[src/rtl/wbsb_pkg.sv]
`timescale 1ns/1ps
package wbsb_pkg;
  localparam int REG_W  = 5;
  localparam int DATA_W = 32;

  typedef enum logic [1:0] {
    WB_KIND_ALU   = 2'd0,
    WB_KIND_LOAD  = 2'd1,
    WB_KIND_STORE = 2'd2,
    WB_KIND_HOST  = 2'd3
  } wb_kind_e;

  typedef struct packed {
    wb_kind_e            kind;
    logic [REG_W-1:0]    dest;
    logic [DATA_W-1:0]   data;
  } wb_rec_t;

  // A record names a pending register write only for ALU and load kinds.
  function automatic logic rec_writes_reg(wb_rec_t rec, logic [REG_W-1:0] idx);
    return ((rec.kind == WB_KIND_ALU) || (rec.kind == WB_KIND_LOAD)) && (rec.dest == idx);
  endfunction
endpackage

[src/rtl/wbsb_ctrl.sv]
`timescale 1ns/1ps
module wbsb_ctrl #(
  parameter int DEPTH = 4
) (
  input  logic             clk,
  input  logic             rst_n,
  input  logic             clr,
  input  logic             enq_valid,
  input  logic             deq_ready,
  output logic [$clog2(DEPTH)-1:0] wr_ptr,
  output logic [$clog2(DEPTH)-1:0] rd_ptr,
  output logic [DEPTH-1:0] slot_valid,
  output logic             ev_push,
  output logic             ev_pop,
  output logic             full_o,
  output logic             empty_o
);
  localparam int PTR_W = (DEPTH > 1) ? $clog2(DEPTH) : 1;
  localparam int CNT_W = $clog2(DEPTH + 1);
  localparam logic [CNT_W-1:0] CNT_MAX = CNT_W'(DEPTH);

  logic [PTR_W-1:0] wr_q, rd_q;
  logic [CNT_W-1:0] count_q;
  logic [DEPTH-1:0] valid_q;

  function automatic logic [PTR_W-1:0] ptr_step(logic [PTR_W-1:0] p);
    return (p == PTR_W'(DEPTH - 1)) ? '0 : p + 1'b1;
  endfunction

  assign full_o  = (count_q == CNT_MAX);
  assign empty_o = (count_q == '0);
  assign ev_push = enq_valid && !full_o && !clr;
  assign ev_pop  = deq_ready && !empty_o && !clr;

  always_ff @(posedge clk) begin
    if (!rst_n || clr) begin
      wr_q    <= '0;
      rd_q    <= '0;
      count_q <= '0;
      valid_q <= '0;
    end else begin
      if (ev_push) begin
        wr_q           <= ptr_step(wr_q);
        valid_q[wr_q]  <= 1'b1;
      end
      if (ev_pop) begin
        rd_q           <= ptr_step(rd_q);
        valid_q[rd_q]  <= 1'b0;
      end
      case ({ev_push, ev_pop})
        2'b10:   count_q <= count_q + 1'b1;
        2'b01:   count_q <= count_q - 1'b1;
        default: count_q <= count_q;
      endcase
    end
  end

  assign wr_ptr     = wr_q;
  assign rd_ptr     = rd_q;
  assign slot_valid = valid_q;

  AST_CLEAR_EMPTIES: assert property (@(posedge clk) disable iff (!rst_n)
    clr |=> empty_o);
  AST_FULL_BLOCKS: assert property (@(posedge clk) disable iff (!rst_n)
    (full_o && enq_valid && !deq_ready && !clr) |=> full_o);
  AST_EMPTY_BLOCKS: assert property (@(posedge clk) disable iff (!rst_n)
    (empty_o && deq_ready && !enq_valid && !clr) |=> empty_o);
  AST_PUSH_POP_KEEPS: assert property (@(posedge clk) disable iff (!rst_n)
    (ev_push && ev_pop) |=> ($stable(full_o) && $stable(empty_o)));
  AST_VALID_MATCH_COUNT: assert property (@(posedge clk) disable iff (!rst_n)
    ($countones(valid_q) == int'(count_q)));
endmodule

[src/rtl/wbsb_slots.sv]
`timescale 1ns/1ps
module wbsb_slots
  import wbsb_pkg::*;
#(
  parameter int DEPTH = 4
) (
  input  logic                     clk,
  input  logic                     ev_push,
  input  logic [$clog2(DEPTH)-1:0] wr_ptr,
  input  wb_rec_t                  wr_rec,
  output wb_rec_t                  slots [DEPTH]
);
  wb_rec_t mem_q [DEPTH];

  for (genvar s = 0; s < DEPTH; s++) begin : g_slot
    always_ff @(posedge clk) begin
      if (ev_push && (wr_ptr == ($clog2(DEPTH))'(s)))
        mem_q[s] <= wr_rec;
    end
    assign slots[s] = mem_q[s];
  end
endmodule

[src/rtl/wbsb_search.sv]
`timescale 1ns/1ps
module wbsb_search
  import wbsb_pkg::*;
#(
  parameter int DEPTH = 4
) (
  input  wb_rec_t          slots [DEPTH],
  input  logic [DEPTH-1:0] slot_valid,
  input  logic [REG_W-1:0] idx,
  output logic             hit
);
  logic [DEPTH-1:0] slot_hit;

  for (genvar s = 0; s < DEPTH; s++) begin : g_cmp
    assign slot_hit[s] = slot_valid[s] && rec_writes_reg(slots[s], idx);
  end

  assign hit = |slot_hit;
endmodule

[src/rtl/wb_scoreboard_fifo.sv]
`timescale 1ns/1ps
module wb_scoreboard_fifo
  import wbsb_pkg::*;
#(
  parameter int DEPTH = 4
) (
  input  logic              clk,
  input  logic              rst_n,
  input  logic              clr,
  input  logic              enq_valid,
  input  logic [1:0]        enq_kind,
  input  logic [REG_W-1:0]  enq_dest,
  input  logic [DATA_W-1:0] enq_data,
  input  logic              deq_ready,
  output logic [1:0]        first_kind,
  output logic [REG_W-1:0]  first_dest,
  output logic [DATA_W-1:0] first_data,
  output logic              full,
  output logic              empty,
  input  logic [REG_W-1:0]  srch_a_idx,
  output logic              srch_a_hit,
  input  logic [REG_W-1:0]  srch_b_idx,
  output logic              srch_b_hit
);
  localparam int PTR_W = $clog2(DEPTH);

  logic [PTR_W-1:0] wr_ptr, rd_ptr;
  logic [DEPTH-1:0] slot_valid;
  logic             ev_push, ev_pop;
  wb_rec_t          wr_rec;
  wb_rec_t          slots [DEPTH];
  wb_rec_t          head;

  assign wr_rec = '{kind: wb_kind_e'(enq_kind), dest: enq_dest, data: enq_data};

  wbsb_ctrl #(.DEPTH(DEPTH)) u_ctrl (
    .clk(clk), .rst_n(rst_n), .clr(clr),
    .enq_valid(enq_valid), .deq_ready(deq_ready),
    .wr_ptr(wr_ptr), .rd_ptr(rd_ptr), .slot_valid(slot_valid),
    .ev_push(ev_push), .ev_pop(ev_pop),
    .full_o(full), .empty_o(empty)
  );

  wbsb_slots #(.DEPTH(DEPTH)) u_slots (
    .clk(clk), .ev_push(ev_push), .wr_ptr(wr_ptr),
    .wr_rec(wr_rec), .slots(slots)
  );

  wbsb_search #(.DEPTH(DEPTH)) u_srch_a (
    .slots(slots), .slot_valid(slot_valid), .idx(srch_a_idx), .hit(srch_a_hit)
  );

  wbsb_search #(.DEPTH(DEPTH)) u_srch_b (
    .slots(slots), .slot_valid(slot_valid), .idx(srch_b_idx), .hit(srch_b_hit)
  );

  assign head       = slots[rd_ptr];
  assign first_kind = head.kind;
  assign first_dest = head.dest;
  assign first_data = head.data;

  AST_EMPTY_NO_HIT: assert property (@(posedge clk) disable iff (!rst_n)
    empty |-> (!srch_a_hit && !srch_b_hit));
  AST_FLAGS_EXCLUSIVE: assert property (@(posedge clk) disable iff (!rst_n)
    !(full && empty));
  AST_POP_NEEDS_DATA: assert property (@(posedge clk) disable iff (!rst_n)
    ev_pop |-> slot_valid[rd_ptr]);
endmodule

[config.mk]
export PLATFORM = sky130hd
export DESIGN_NAME = wb_scoreboard_fifo
export DESIGN_NICKNAME = d
export VERILOG_FILES = /design/src/rtl/wbsb_pkg.sv /design/src/rtl/wbsb_ctrl.sv /design/src/rtl/wbsb_slots.sv /design/src/rtl/wbsb_search.sv /design/src/rtl/wb_scoreboard_fifo.sv
export SDC_FILE = /design/constraint.sdc
export NUM_CORES = 1
export LEC_CHECK = 0
export ABC_AREA = 1
export BUFFER_PORTS_ARGS = -buffer_cell sky130_fd_sc_hd__buf_4
export CORE_MARGIN = 2
export CORE_UTILIZATION = 30
export DETAILED_ROUTE_END_ITERATION = 7
export GPL_ROUTABILITY_DRIVEN = 0
export PLACE_DENSITY = 0.54
export RECOVER_POWER = 50
export SLEW_MARGIN = 20
export SYNTH_ARGS = -nofsm -noshare
export SYNTH_HDL_FRONTEND = slang
export SYNTH_SLANG_ARGS = --single-unit
[constraint.sdc]
create_clock -name clk -period 2.3 [get_ports clk]
set_input_delay 0.115 -clock clk [delete_from_list [all_inputs] [get_ports clk]]
set_output_delay 0.115 -clock clk [all_outputs]
set_load 0.01 [all_outputs]
== After elaboration in Yosys (flattened, before gate mapping) ==
Memories as Yosys holds them, arrays and structs flattened.
Cells that the tools add are included.
Storage, ports and cells
  bits in registers: 11
  latch bits: 0
  RAM bits: 156
  ROM bits: 0
  input port bits: 54
  output and inout bits: 43
  logic and storage cells: 114
  memories kept: 1
Memories
  u_slots.mem_q: depth 4, bits a word 39, rd ports 4, clocked after Yosys merged registers in 0, write ports 1, line wbsb_slots.sv:13  | wb_rec_t mem_q [DEPTH];
Operators by class
  add/sub/neg operators: 4
  multiply operators: 0
  div/mod/pow operators: 0
  $lt $le $gt $ge: 5
  eq/ne operators: 19
  shift-type cells: 0
  muxes and demuxes: 30
  bitwise operators: 4
  reductions and logical operators: 47
Operators with widths (number)
  two-way mux 39 bit: 5
  OR reduction 39 bit: 3
  binary-select mux 39 bit (select 2 bit): 1
  == test 5 bit: 8
  logical AND 1 bit: 26
  two-way mux 1 bit: 13
  == test 2 x 1 -> 1 bit, second input constant: 6
  two-way mux 4 bit: 3
  zero test 2 bit: 5
  two-way mux 2 bit: 5
  == test 2 bit, second input constant: 4
  OR reduction 4 bit: 2
  less-than comparator 2 x 3 -> 1 bit, second input constant: 2
  case mux 3 bit (2 select lines): 1
  logical OR 1 bit: 5
  adder 2 x 1 -> 2 bit, second input constant: 2
  bitwise AND 4 bit: 1
  demux 1 bit (select 2 bit): 2
  greater-or-equal comparator 2 x 1 -> 1 bit, second input constant: 2
  zero test 1 bit: 4
  inverter 4 bit: 1
  OR 4 bit: 1
  adder 3 x 1 -> 3 bit, second input constant: 1
  == test 3 bit, second input constant: 1
  other kinds (5): 5

== Depth between registers and ports, before layout ==
Gate-level depths: netlist (run 1).
  depth after elaboration: 11
  depth in mapped cells: 13
  gate-level depth less buffers: 13

== Hierarchy ==
From an unflattened synthesis (run 1), not the netlist that was laid out.
Second synthesis, totals
  cell total of the unflattened synthesis: 945
  area total of the unflattened synthesis: 8205.4 um^2
Modules (own cells, without submodules)
  wbsb_slots: instances 1, cells an instance 164, area an instance 4714.5 um^2, sequential area each 4684.5 um^2
  wb_scoreboard_fifo: instances 1, cells an instance 456, area an instance 1865.5 um^2, sequential area each 0.0 um^2
  wbsb_search: instances 2, cells an instance 111, area an instance 432.9 um^2, sequential area each 0.0 um^2
  wbsb_ctrl: instances 1, cells an instance 103, area an instance 759.5 um^2, sequential area each 220.2 um^2

== Least setup slack after synthesis (run 1) ==
OpenSTA, ideal clock, no wires.
  path type: reg2reg
  start: register u_ctrl.count_q[1]
  end: memory u_slots.mem_q[0][0] (netlist name) (enable)
  setup time: 394 ps
  arrival time: 1532 ps
  data required time: 1906 ps
  slack: 375 ps
  stages on the path, launching flop included: 7
  buffers on the path: 0
  period minus slack after synthesis: 1925 ps
  path through: dfxtp_1 -> inv_1 -> nand3_1 -> nand2_1 -> nor2_2 -> nand2_1 -> inv_1
Between the ends
  word-level cells in the longest chain between the ends: 11
  elaborated cells on any way between the ends: 25
  classes of those cells: eq/ne (1); mux (14); reduce/logical (10)
Ends and longest elaborated chain
  from (decl): line wbsb_ctrl.sv:23  | logic [CNT_W-1:0] count_q;
  from (signal assigned): line wbsb_ctrl.sv:51  | 2'b10: count_q <= count_q + 1'b1;
  from (signal assigned): line wbsb_ctrl.sv:52  | 2'b01: count_q <= count_q - 1'b1;
  from (signal assigned): line wbsb_ctrl.sv:53  | default: count_q <= count_q;
  == test 3 bit *: line wbsb_ctrl.sv:30  | assign full_o = (count_q == CNT_MAX);
  zero test 1 bit *: line wbsb_ctrl.sv:32  | assign ev_push = enq_valid && !full_o && !clr;
  logical AND 1 bit * (2 in series): line wbsb_ctrl.sv:32
  logical AND 1 bit: line wbsb_slots.sv:17  | if (ev_push && (wr_ptr == ($clog2(DEPTH))'(s)))
  two-way mux 1 bit: line wbsb_slots.sv:17
  two-way mux 1 bit (not written as such): line wbsb_slots.sv:18  | mem_q[s] <= wr_rec;
  OR reduction 39 bit (no source line)
  two-way mux 2 bit (no source line) / two-way mux 1 bit (equally long branches) (3 in series)
  to (decl): line wbsb_slots.sv:13
Mark *: on every way between the ends. The rest lies on a longest branch, timed or not.

== Worst setup path in the final report (run 1) ==
  start: register u_ctrl.rd_q[0], in the netlist u_ctrl.rd_ptr[0]
  end: output port first_data[18]
Between the ends
  word-level cells in the longest chain between the ends: 4
Ends and longest elaborated chain
  from (decl): line wbsb_ctrl.sv:22  | logic [PTR_W-1:0] wr_q, rd_q;
  from (signal assigned): line wbsb_ctrl.sv:47  | rd_q <= ptr_step(rd_q);
  inverter 2 -> 3 bit (not written as such): line wb_scoreboard_fifo.sv:57  | assign head = slots[rd_ptr];
  binary-select mux 39 bit (select 2 bit): line wb_scoreboard_fifo.sv:57
  two-way mux 39 bit (not written as such) (2 in series): line wb_scoreboard_fifo.sv:57
  to (decl): line wb_scoreboard_fifo.sv:17  | output logic [DATA_W-1:0] first_data,
No other way between the ends. The select of a mux whose other input is x is not followed.

==> results.toml, run 1 <==
[run_status]
status = "finished, final reports clean"

[die]
die_w_um = 159
io_pins = 97
die_y_um = 159
dieArea_mm2 = 0.0252
rows = 56
initial_core_util_pct = 30.6
coreArea_mm2 = 0.0235

[sta]
min_period_ps = 2140
drv_slew = 0
holdWs_ps = 77.1
timing.final.crit_share_pct = 93.1
worst_pin_slew_ps = 648
finalSetupTns_ps = 0
max_freq_mhz = 467
hold_viol = 0
rsz0062_at_grt = "no"
fin_skew_ps = 6.62
relSlewSlack_pct = 56.8
finalWorstSetupSlack_ps = 159
setup_viol = 0

[routing]
wl_per_cell_um = 15.0
routed_wl_mm = 17.0
firstDrtPassIters = 4
vias_per_cell = 4.46
vias = 5066
drtAntennaViolNets = 0
drt_iter0_drc = 345
drc = 0

[placement]
io_buffers = 96
place_ws_ps = 432
hpwl_mm = 11.1

[grt]
grt_usage_pct = 13.7
grt_pass1_vias = 4919
grt_antenna_before_repair = 1
overflow = 0
grt_max_degree = 64
grt_first_pass_wirelength_mm = 26.9

[worst_setup_path]
cp.buffers_inverters = 2
critPathKind = "flop to output port"
required_ps = 2180
cp_top_family = "buffers and inverters"
startpoint_type = "flop"
arrival_ps = 2030
cpPeakStageDelay_ps = 520
end_kind = "output port"
path_max_fanout = 63
worstSetupStartpoint = "u_ctrl.rd_ptr[0]$_SDFFE_PP0N_"
worst_path_max_delay_cell = "buf_4"
r2r-start = "u_ctrl.count_q[1]$_SDFFE_PP0P_"
path_cells = "buf_4 -> o21ai_0 -> o22ai_1 -> buf_4"
crit_top_cell = "buf_4"

[synth]
yosysWarnings = 0
synth_cell_types = 22
yosysSeqAreaShare_pct = 68.2
synth_area_mm2 = 0.00719
synth_nets = 721
synth-seq-cells = 167
syn-mean-instance-area_um2 = 11.0
syn_inst = 657

[worst_hold_path]
min_from = "clr"
hp-class = "input port to flop"

[clocking]
clk_latency_ps = 420
root_buffer = "clkbuf_16"
numClockSinks = 167
postCtsSetupBuffers = 0
clk_pin_slew_ps = 60
cts_buffer_depth = 2
cts_max_level = 4
cts_tree = "built"
cts_buffers = 17

[final_layout]
final_common_cell = "edfxtp_1"
drive_gt1_share_pct = 14.2
final_nets = 866
area_growth_pct = 28.4
final_cell_mix = "edfxtp_1, nand2_1, nor2_1, o21ai_0, buf_4"

[pwr]
worst_ir_drop_vdd_mv = 0.472
p_leak_nw = 3.56
power.total_w = 0.00691
powerDensity_mw_per_mm2 = 748

[flow_run]
maxCapViolations = 0
## final cells by class
type                            instances  area (µm²)
Tap cell                              319         399
Multi-Input combinational cell        408        1910
Sequential cell                       167        4910
Clock inverter                         14         221
Fill cell                            2323       14300
Inverter                               58         220
Timing Repair Buffer                  150        1150
Clock buffer                           18         429
Antenna cell                            1        2.50
## registers in the layout (all words and copies together), names as in the netlist
register / flops
u_slots.mem_q: 156
u_ctrl.rd_ptr: 2
u_ctrl.count_q: 3
u_ctrl.wr_ptr: 2
u_ctrl.slot_valid: 4
## routing by layer
metal  share of wire, %  global-route usage [%]  vias up
met2                 49                    22.9      111
met5                  0                       0        -
li1                   -                       -     2554
met1                 46                    17.9     2388
met3                4.6                    2.98       13
met4                1.1                    4.17        0
## cells in the mapped netlist (all sizes together)
| library cell | number | area share [%] |
|---|---|---|
| clkbuf | 11 | 0.59 |
| inv | 58 | 3.1 |
| o22ai | 34 | 3.0 |
| ha | 9 | 1.6 |
| nor2 | 114 | 6.0 |
| nand3 | 11 | 0.77 |
| fa | 1 | 0.28 |
| buf | 13 | 1.6 |
| nand2 | 132 | 6.9 |
| edfxtp | 156 | 65 |
| o21ai | 83 | 6.0 |
| a21oi | 24 | 2.2 |
| dfxtp | 11 | 3.1 |
## power breakdown
| part | switching [W] | internal, W |
|---|---|---|
| registers | 0.0000188 | 0.00338 |
| clock network | 0.00116 | 0.00194 |
| logic | 0.000231 | 0.000181 |
## worst paths after layout
| check | depth (start not counted) | to | slack (ps) |
|---|---|---|---|
| worst min register to register | 2 | u_ctrl.slot_valid[1]$_SDFF_PP0_ | 470 |
| worst min-delay path | 4 | u_ctrl.slot_valid[1]$_SDFF_PP0_ | 80 |
| worst max-delay path | 4 | first_data[18] | 160 |
| worst max register to register | 7 | u_slots.mem_q[1][8]$_DFFE_PP_ | 280 |
## worst min-delay path, cell delays in order
cell     delay (ps)
buf_4            90
nor2_1           90
nand2_1          90
a21oi_1          60
## per-stage QoR
step | cell area [µm²] | std cells | utilization (%)
after detailed placement | 8330 | 1061 | 35.4
after floorplan | 7190 | 657 | -
after global routing | 9240 | 1135 | 39.2
after global placement | 8330 | 1061 | 35.4
after CTS | 9390 | 1134 | 39.9
final | 9240 | 1135 | 39.2
## what timing repair did
item                      in CTS  in global routing
hold buffers                  41                  0
hold endpoints to repair     157                  0
resized for setup              0                  0
## cells by family (layout without fill, tap and decap cells)
kind of cell | Yosys count | in the layout | share of synthesized area, %
DFF | 167 | 167 | 68.2
AOI/OAI and AO/OA | 141 | 141 | 11.1
other | 0 | 1 | 0
buffers and inverters | 82 | 240 | 5.22
and+or+nand+nor | 257 | 257 | 13.6
adders and majority gates | 10 | 10 | 1.84
Power figures use the tool's default switching activity.
==> run 2, diff against run 1 <==
==> constraint.sdc (replaced) <==
create_clock -name clk -period 2.2 [get_ports clk]
set_input_delay 0.11 -clock clk [delete_from_list [all_inputs] [get_ports clk]]
set_output_delay 0.11 -clock clk [all_outputs]
set_load 0.01 [all_outputs]
==> run 2 against run 1 <==
  * Flip-flop and latch count stayed put
  * Core utilization is 0.33 points lower
  * Sequential power is 4% higher
  * Setup slack better by 40 ps
  * Design area is 0.85% lower
  * Non-clock buffer count is 2 lower
  * Via count is 1.5% lower
  * Cell count is 0.26% lower
  * Critical endpoint is now first_data[1]
  * Largest cell class unchanged
==> results.toml, run 2 (same netlist as run 1, synthesis figures left out) <==
[worst_setup_path]
startpoint_type = "flop"
end_kind = "output port"
r2r-start = "u_ctrl.count_q[1]$_SDFFE_PP0P_"
ff2ff_path_depth = 13
r2r_slack_ps = 270
arrival_ps = 1890
critPathKind = "flop to output port"
r2r-end = "u_ctrl.count_q[2]$_SDFFE_PP0P_"
required_ps = 2090
path_max_fanout = 30

[sta]
timing.final.crit_share_pct = 91.0
max_freq_mhz = 500
finalSetupTns_ps = 0
relSlewSlack_pct = 64.9
fin_skew_ps = 6.22
worst_pin_slew_ps = 526
holdWs_ps = 11.7
rsz0062_at_grt = "no"
drv_slew = 0
setup_viol = 0
hold_viol = 0
min_period_ps = 2000
finalWorstSetupSlack_ps = 199

[routing]
drtAntennaViolNets = 0
routed_wl_mm = 16.8
wl_per_cell_um = 14.8
drt_iter0_drc = 300
drc = 0
vias = 4989
firstDrtPassIters = 5
vias_per_cell = 4.41

[pwr]
switching_power_w = 0.00147
power_frac_comb_pct = 6.3
switching_share_pct = 21.4
pwr-share-clk_pct = 42.0
p_leak_nw = 3.52
worst_ir_drop_vdd_mv = 0.491
pwr-share-seq_pct = 51.8
powerDensity_mw_per_mm2 = 749
p_int_w = 0.00540

[final_layout]
fill_cells = 2347
final_nets = 864
fin_util_pct = 38.9
area_growth_pct = 27.3
diodes = 0
top_register = "u_slots.mem_q"
final_cell_mix = "edfxtp_1, nand2_1, nor2_1, o21ai_0, buf_4"
drive_gt1_share_pct = 14.3
largest_reg_flops = 156
final_common_cell = "edfxtp_1"

[die]
coreArea_mm2 = 0.0235
io_pins = 97
die_y_um = 159
die_w_um = 159
dieArea_mm2 = 0.0252
rows = 56
initial_core_util_pct = 30.6

[placement]
hpwl_mm = 10.8
io_buffers = 96
place_ws_ps = 280

[clocking]
cts_max_level = 4
cts_tree = "built"
root_buffer = "clkbuf_16"
clk_latency_ps = 420
numClockSinks = 167
cts_buffer_depth = 2
postCtsSetupBuffers = 0
clk_pin_slew_ps = 60
cts_buffers = 17

[grt]
met1_usage_pct = 16.9
grt.met2_usage_pct = 23.4
overflow = 0
grt_antenna_before_repair = 0
gr-usage-met3_pct = 2.90
busiest_layer = "met2"
grt_pass1_vias = 4843
grt_max_degree = 77
grt_first_pass_wirelength_mm = 26.4
grt_usage_pct = 13.5

[worst_hold_path]
hp-class = "input port to flop"
holdPathEnd = "u_ctrl.slot_valid[1]$_SDFF_PP0_"
hold_depth = 4
min_from = "clr"

[run_status]
status = "finished, final reports clean"

[flow_run]
maxCapViolations = 0
-- run 2: area by class of cell --
| type | instances | area, µm² | share of cell area, % |
|---|---|---|---|
| clock buffers | 17 | 425 | 4.64 |
| clock inverters | 15 | 148 | 1.61 |
| inverters | 58 | 220 | 2.40 |
| multi-input cells | 408 | 1910 | 20.9 |
| flip-flops and latches | 167 | 4910 | 53.6 |
| well taps | 319 | 399 | 4.36 |
| repair buffers | 148 | 1150 | 12.5 |
-- run 2: per-layer routing --
metal / vias up / part of all wire, %
met5: - / 0
met4: 0 / 1.1
met3: 20 / 3.1
met2: 88 / 50
met1: 2339 / 46
li1: 2542 / -
-- run 2: what timing repair did --
item                                    in CTS  in global routing
hold endpoints to repair                   157                  0
hold buffers                                41                  0
resized for setup                            0                  1
endpoints found under the setup margin       0                  1
-- run 2: how the worst max path moves through the flow --
stage	cells past startpoint	slack, ps	end	startpoint
2_1_floorplan	6	270	u_slots.mem_q[0][0]$_DFFE_PP_	u_ctrl.count_q[1]$_SDFFE_PP0P_
3_3_place_gp	12	330	u_ctrl.count_q[2]$_SDFFE_PP0P_	u_ctrl.count_q[1]$_SDFFE_PP0P_
3_5_place_dp	11	280	u_ctrl.count_q[1]$_SDFFE_PP0P_	u_ctrl.count_q[1]$_SDFFE_PP0P_
4_1_cts	5	90	first_data[1]	u_ctrl.rd_ptr[0]$_SDFFE_PP0N_
5_1_grt	5	100	first_data[1]	u_ctrl.rd_ptr[0]$_SDFFE_PP0N_
6_report	5	200	first_data[1]	u_ctrl.rd_ptr[0]$_SDFFE_PP0N_
-- run 2: through the flow --
stage               total power (W)  cell area [µm²]  instances
global route                0.00712             9160       1132
floorplan                   0.00379             7190        657
global placement            0.00403             8330       1059
CTS                         0.00698             9310       1132
finish                      0.00687             9160       1132
detailed placement          0.00403             8330       1059
-- run 2: worst max-delay path, stage by stage (launching register included) --
cell and delay (ps):
dfxtp_2 340, inv_4 230, buf_6 280, o21ai_0 110
o22ai_1 300, buf_4 190
-- run 2: power groups by stage --
stage / clock, W / combinational (W) / sequential (W)
after floorplan: 0 / 0.000167 / 0.00362
after global placement: 0 / 0.000410 / 0.00362
after detailed placement: 0 / 0.000410 / 0.00362
after CTS: 0.00296 / 0.000470 / 0.00355
after global routing: 0.00308 / 0.000478 / 0.00356
final: 0.00288 / 0.000430 / 0.00355
==> run 3, diff against run 2 <==
--- a/config.mk
+++ b/config.mk
@@ -8,10 +8,10 @@
 export ABC_AREA = 1
 export BUFFER_PORTS_ARGS = -buffer_cell sky130_fd_sc_hd__buf_4
 export CORE_MARGIN = 2
-export CORE_UTILIZATION = 30
+export CORE_UTILIZATION = 40
 export DETAILED_ROUTE_END_ITERATION = 7
 export GPL_ROUTABILITY_DRIVEN = 0
-export PLACE_DENSITY = 0.54
+export PLACE_DENSITY = 0.66
 export RECOVER_POWER = 50
 export SLEW_MARGIN = 20
 export SYNTH_ARGS = -nofsm -noshare
==> run 3 against run 2 <==
  * Critical path depth rose by 6
  * Sequential share of layout area rose by 0.29 points
  * Sequential power barely moved
  * Total power rose by 5.9%
  * Global-route usage rose by 3.4 points
  * Core utilization rose by 12 points
  * Count of clock-buffer cells in the layout did not move
  * Register-to-register slack got worse by 40 ps
  * Setup slack improved by 35 ps
  * Maximum frequency rose by 1.8%
  * Critical endpoint is now u_ctrl.count_q[1]$_SDFFE_PP0P_
==> results.toml, run 3 (same netlist as run 1, synthesis figures left out) <==
[placement]
place_area_mm2 = 0.00820
io_buffers = 96
hpwl_mm = 10.1
placed_cells = 973

[pwr]
p_int_w = 0.00577
power_frac_comb_pct = 5.8
p_leak_nw = 3.53
switching_power_w = 0.00150
switching_share_pct = 20.7
power.total_w = 0.00727
pwr-share-seq_pct = 48.9
worst_ir_drop_vdd_mv = 0.533
powerDensity_mw_per_mm2 = 798
pwr-share-clk_pct = 45.3

[sta]
min_period_ps = 1970
setup_viol = 0
finalSetupTns_ps = 0
hold_viol = 0
drv_slew = 0
rsz0062_at_grt = "no"
relSlewSlack_pct = 60.4
max_freq_mhz = 509
fin_skew_ps = 6.42
timing.final.crit_share_pct = 89.4
worst_pin_slew_ps = 594

[grt]
grt_pass1_vias = 5005
grt_first_pass_wirelength_mm = 25.4
grt_max_degree = 77
grt_usage_pct = 16.8
overflow = 0
grt_antenna_before_repair = 1

[final_layout]
final_common_cell = "edfxtp_1"
fill_cells = 1578
ff_latch_area_mm2 = 0.00491
largest_reg_flops = 156
finalInstanceArea_mm2 = 0.00911
fin_cells = 1047
top_register = "u_slots.mem_q"
multi_input_area_mm2 = 0.00191
fin_util_pct = 51.2
final_cell_mix = "edfxtp_1, nand2_1, nor2_1, o21ai_0, buf_4"
drive_gt1_share_pct = 14.4
final_nets = 868
area_growth_pct = 26.6

[worst_setup_path]
end_kind = "flop"
worst_path_max_delay_cell = "fa_1"
r2r-start = "u_ctrl.count_q[1]$_SDFFE_PP0P_"
cpPeakStageDelay_ps = 420
ff2ff_path_depth = 11
path_cells = "inv_1 -> nand3_1 -> nand2_1 -> nor2_1 -> inv_1 -> ha_1 -> inv_1 -> fa_1 -> nor2_1 -> a21oi_1 -> nor2_1"
critPathKind = "flop to flop"
path_max_fanout = 5
required_ps = 2560
r2r-end = "u_ctrl.count_q[1]$_SDFFE_PP0P_"
r2r_slack_ps = 230
startpoint_type = "flop"
arrival_ps = 2320

[routing]
drtAntennaViolNets = 0
routed_wl_mm = 15.9
drt_iter0_drc = 249
wl_per_cell_um = 15.2
vias_per_cell = 4.95
firstDrtPassIters = 5
vias = 5178
drc = 0

[clocking]
cts_tree = "built"
cts_resized = 0
postCtsSetupBuffers = 0
clk_pin_slew_ps = 60
cts_buffers = 17
cts-hold-fix-buffers = 41
root_buffer = "clkbuf_16"
cts_buffer_depth = 2
numClockSinks = 167
clk_latency_ps = 420
cts_max_level = 4

[die]
initial_core_util_pct = 40.5
rows = 49
die_y_um = 138
io_pins = 97
die_w_um = 138
coreArea_mm2 = 0.0178
dieArea_mm2 = 0.0191

[run_status]
status = "finished, final reports clean"

[worst_hold_path]
holdPathEnd = "u_ctrl.slot_valid[0]$_SDFF_PP0_"
min_from = "clr"
hp-class = "input port to flop"
hold_depth = 4

[flow_run]
maxCapViolations = 0
run 3: cell count changes in the layout (fill, tap and decap cells not counted), moves of 2 or more:
cell       previous run  this run
buf_12                7         3
inv_1                54        51
clkinv_1              2         5
clkinv_2              4         0
bufinv_16             2         5
inv_8                 0         2
buf_4                57        65
run 3: layout make-up:
type	count	share of cell area, %
antenna	1	0.0275
clock buffer	17	4.67
clock inverter	15	2.61
inverter	58	2.42
multi-input combinational	408	21.0
sequential	167	53.8
tap	229	3.14
timing repair buffer	152	12.3
run 3: worst max-delay path by stage:
stage,startpoint,end,slack [ps],depth (start not counted)
6_report,u_ctrl.count_q[1]$_SDFFE_PP0P_,u_ctrl.count_q[1]$_SDFFE_PP0P_,230,11
3_3_place_gp,u_ctrl.count_q[1]$_SDFFE_PP0P_,u_ctrl.count_q[2]$_SDFFE_PP0P_,370,13
2_1_floorplan,u_ctrl.count_q[1]$_SDFFE_PP0P_,u_slots.mem_q[0][0]$_DFFE_PP_,270,6
3_5_place_dp,u_ctrl.count_q[1]$_SDFFE_PP0P_,u_ctrl.count_q[2]$_SDFFE_PP0P_,320,12
5_1_grt,u_ctrl.count_q[1]$_SDFFE_PP0P_,u_ctrl.count_q[2]$_SDFFE_PP0P_,40,12
4_1_cts,u_ctrl.rd_ptr[0]$_SDFFE_PP0N_,first_data[4],230,5
run 3: critical path: cells and delay by family, from the launching register on:
kind,cells,cell delay (ps)
flops,1,330
compound gates,1,50
fa+ha+maj,2,630
simple gates,5,610
buf+inv,3,310
run 3: layer usage:
metal	share of wire, %	wire length, µm	GRT usage, %
met4	1.1	180	4.89
met1	45	7150	22.0
met5	0	0	0
met3	4.9	770	3.95
met2	49	7760	28.2
run 3: stage by stage:
stage                     hold slack (ps)  setup slack, ps
after global routing                 62.6             40.3
after CTS                            7.87              232
after floorplan                       209              275
after global placement                313              373
after detailed placement              315              322
final                                55.9              234
run 3: power by group through the flow:
| stage | Sequential [W] | Combinational, W | Clock (W) |
|---|---|---|---|
| CTS | 0.00355 | 0.000457 | 0.00333 |
| global route | 0.00356 | 0.000471 | 0.00346 |
| global placement | 0.00362 | 0.000394 | 0 |
| floorplan | 0.00362 | 0.000167 | 0 |
| detailed placement | 0.00362 | 0.000397 | 0 |
| finish | 0.00355 | 0.000422 | 0.00329 |
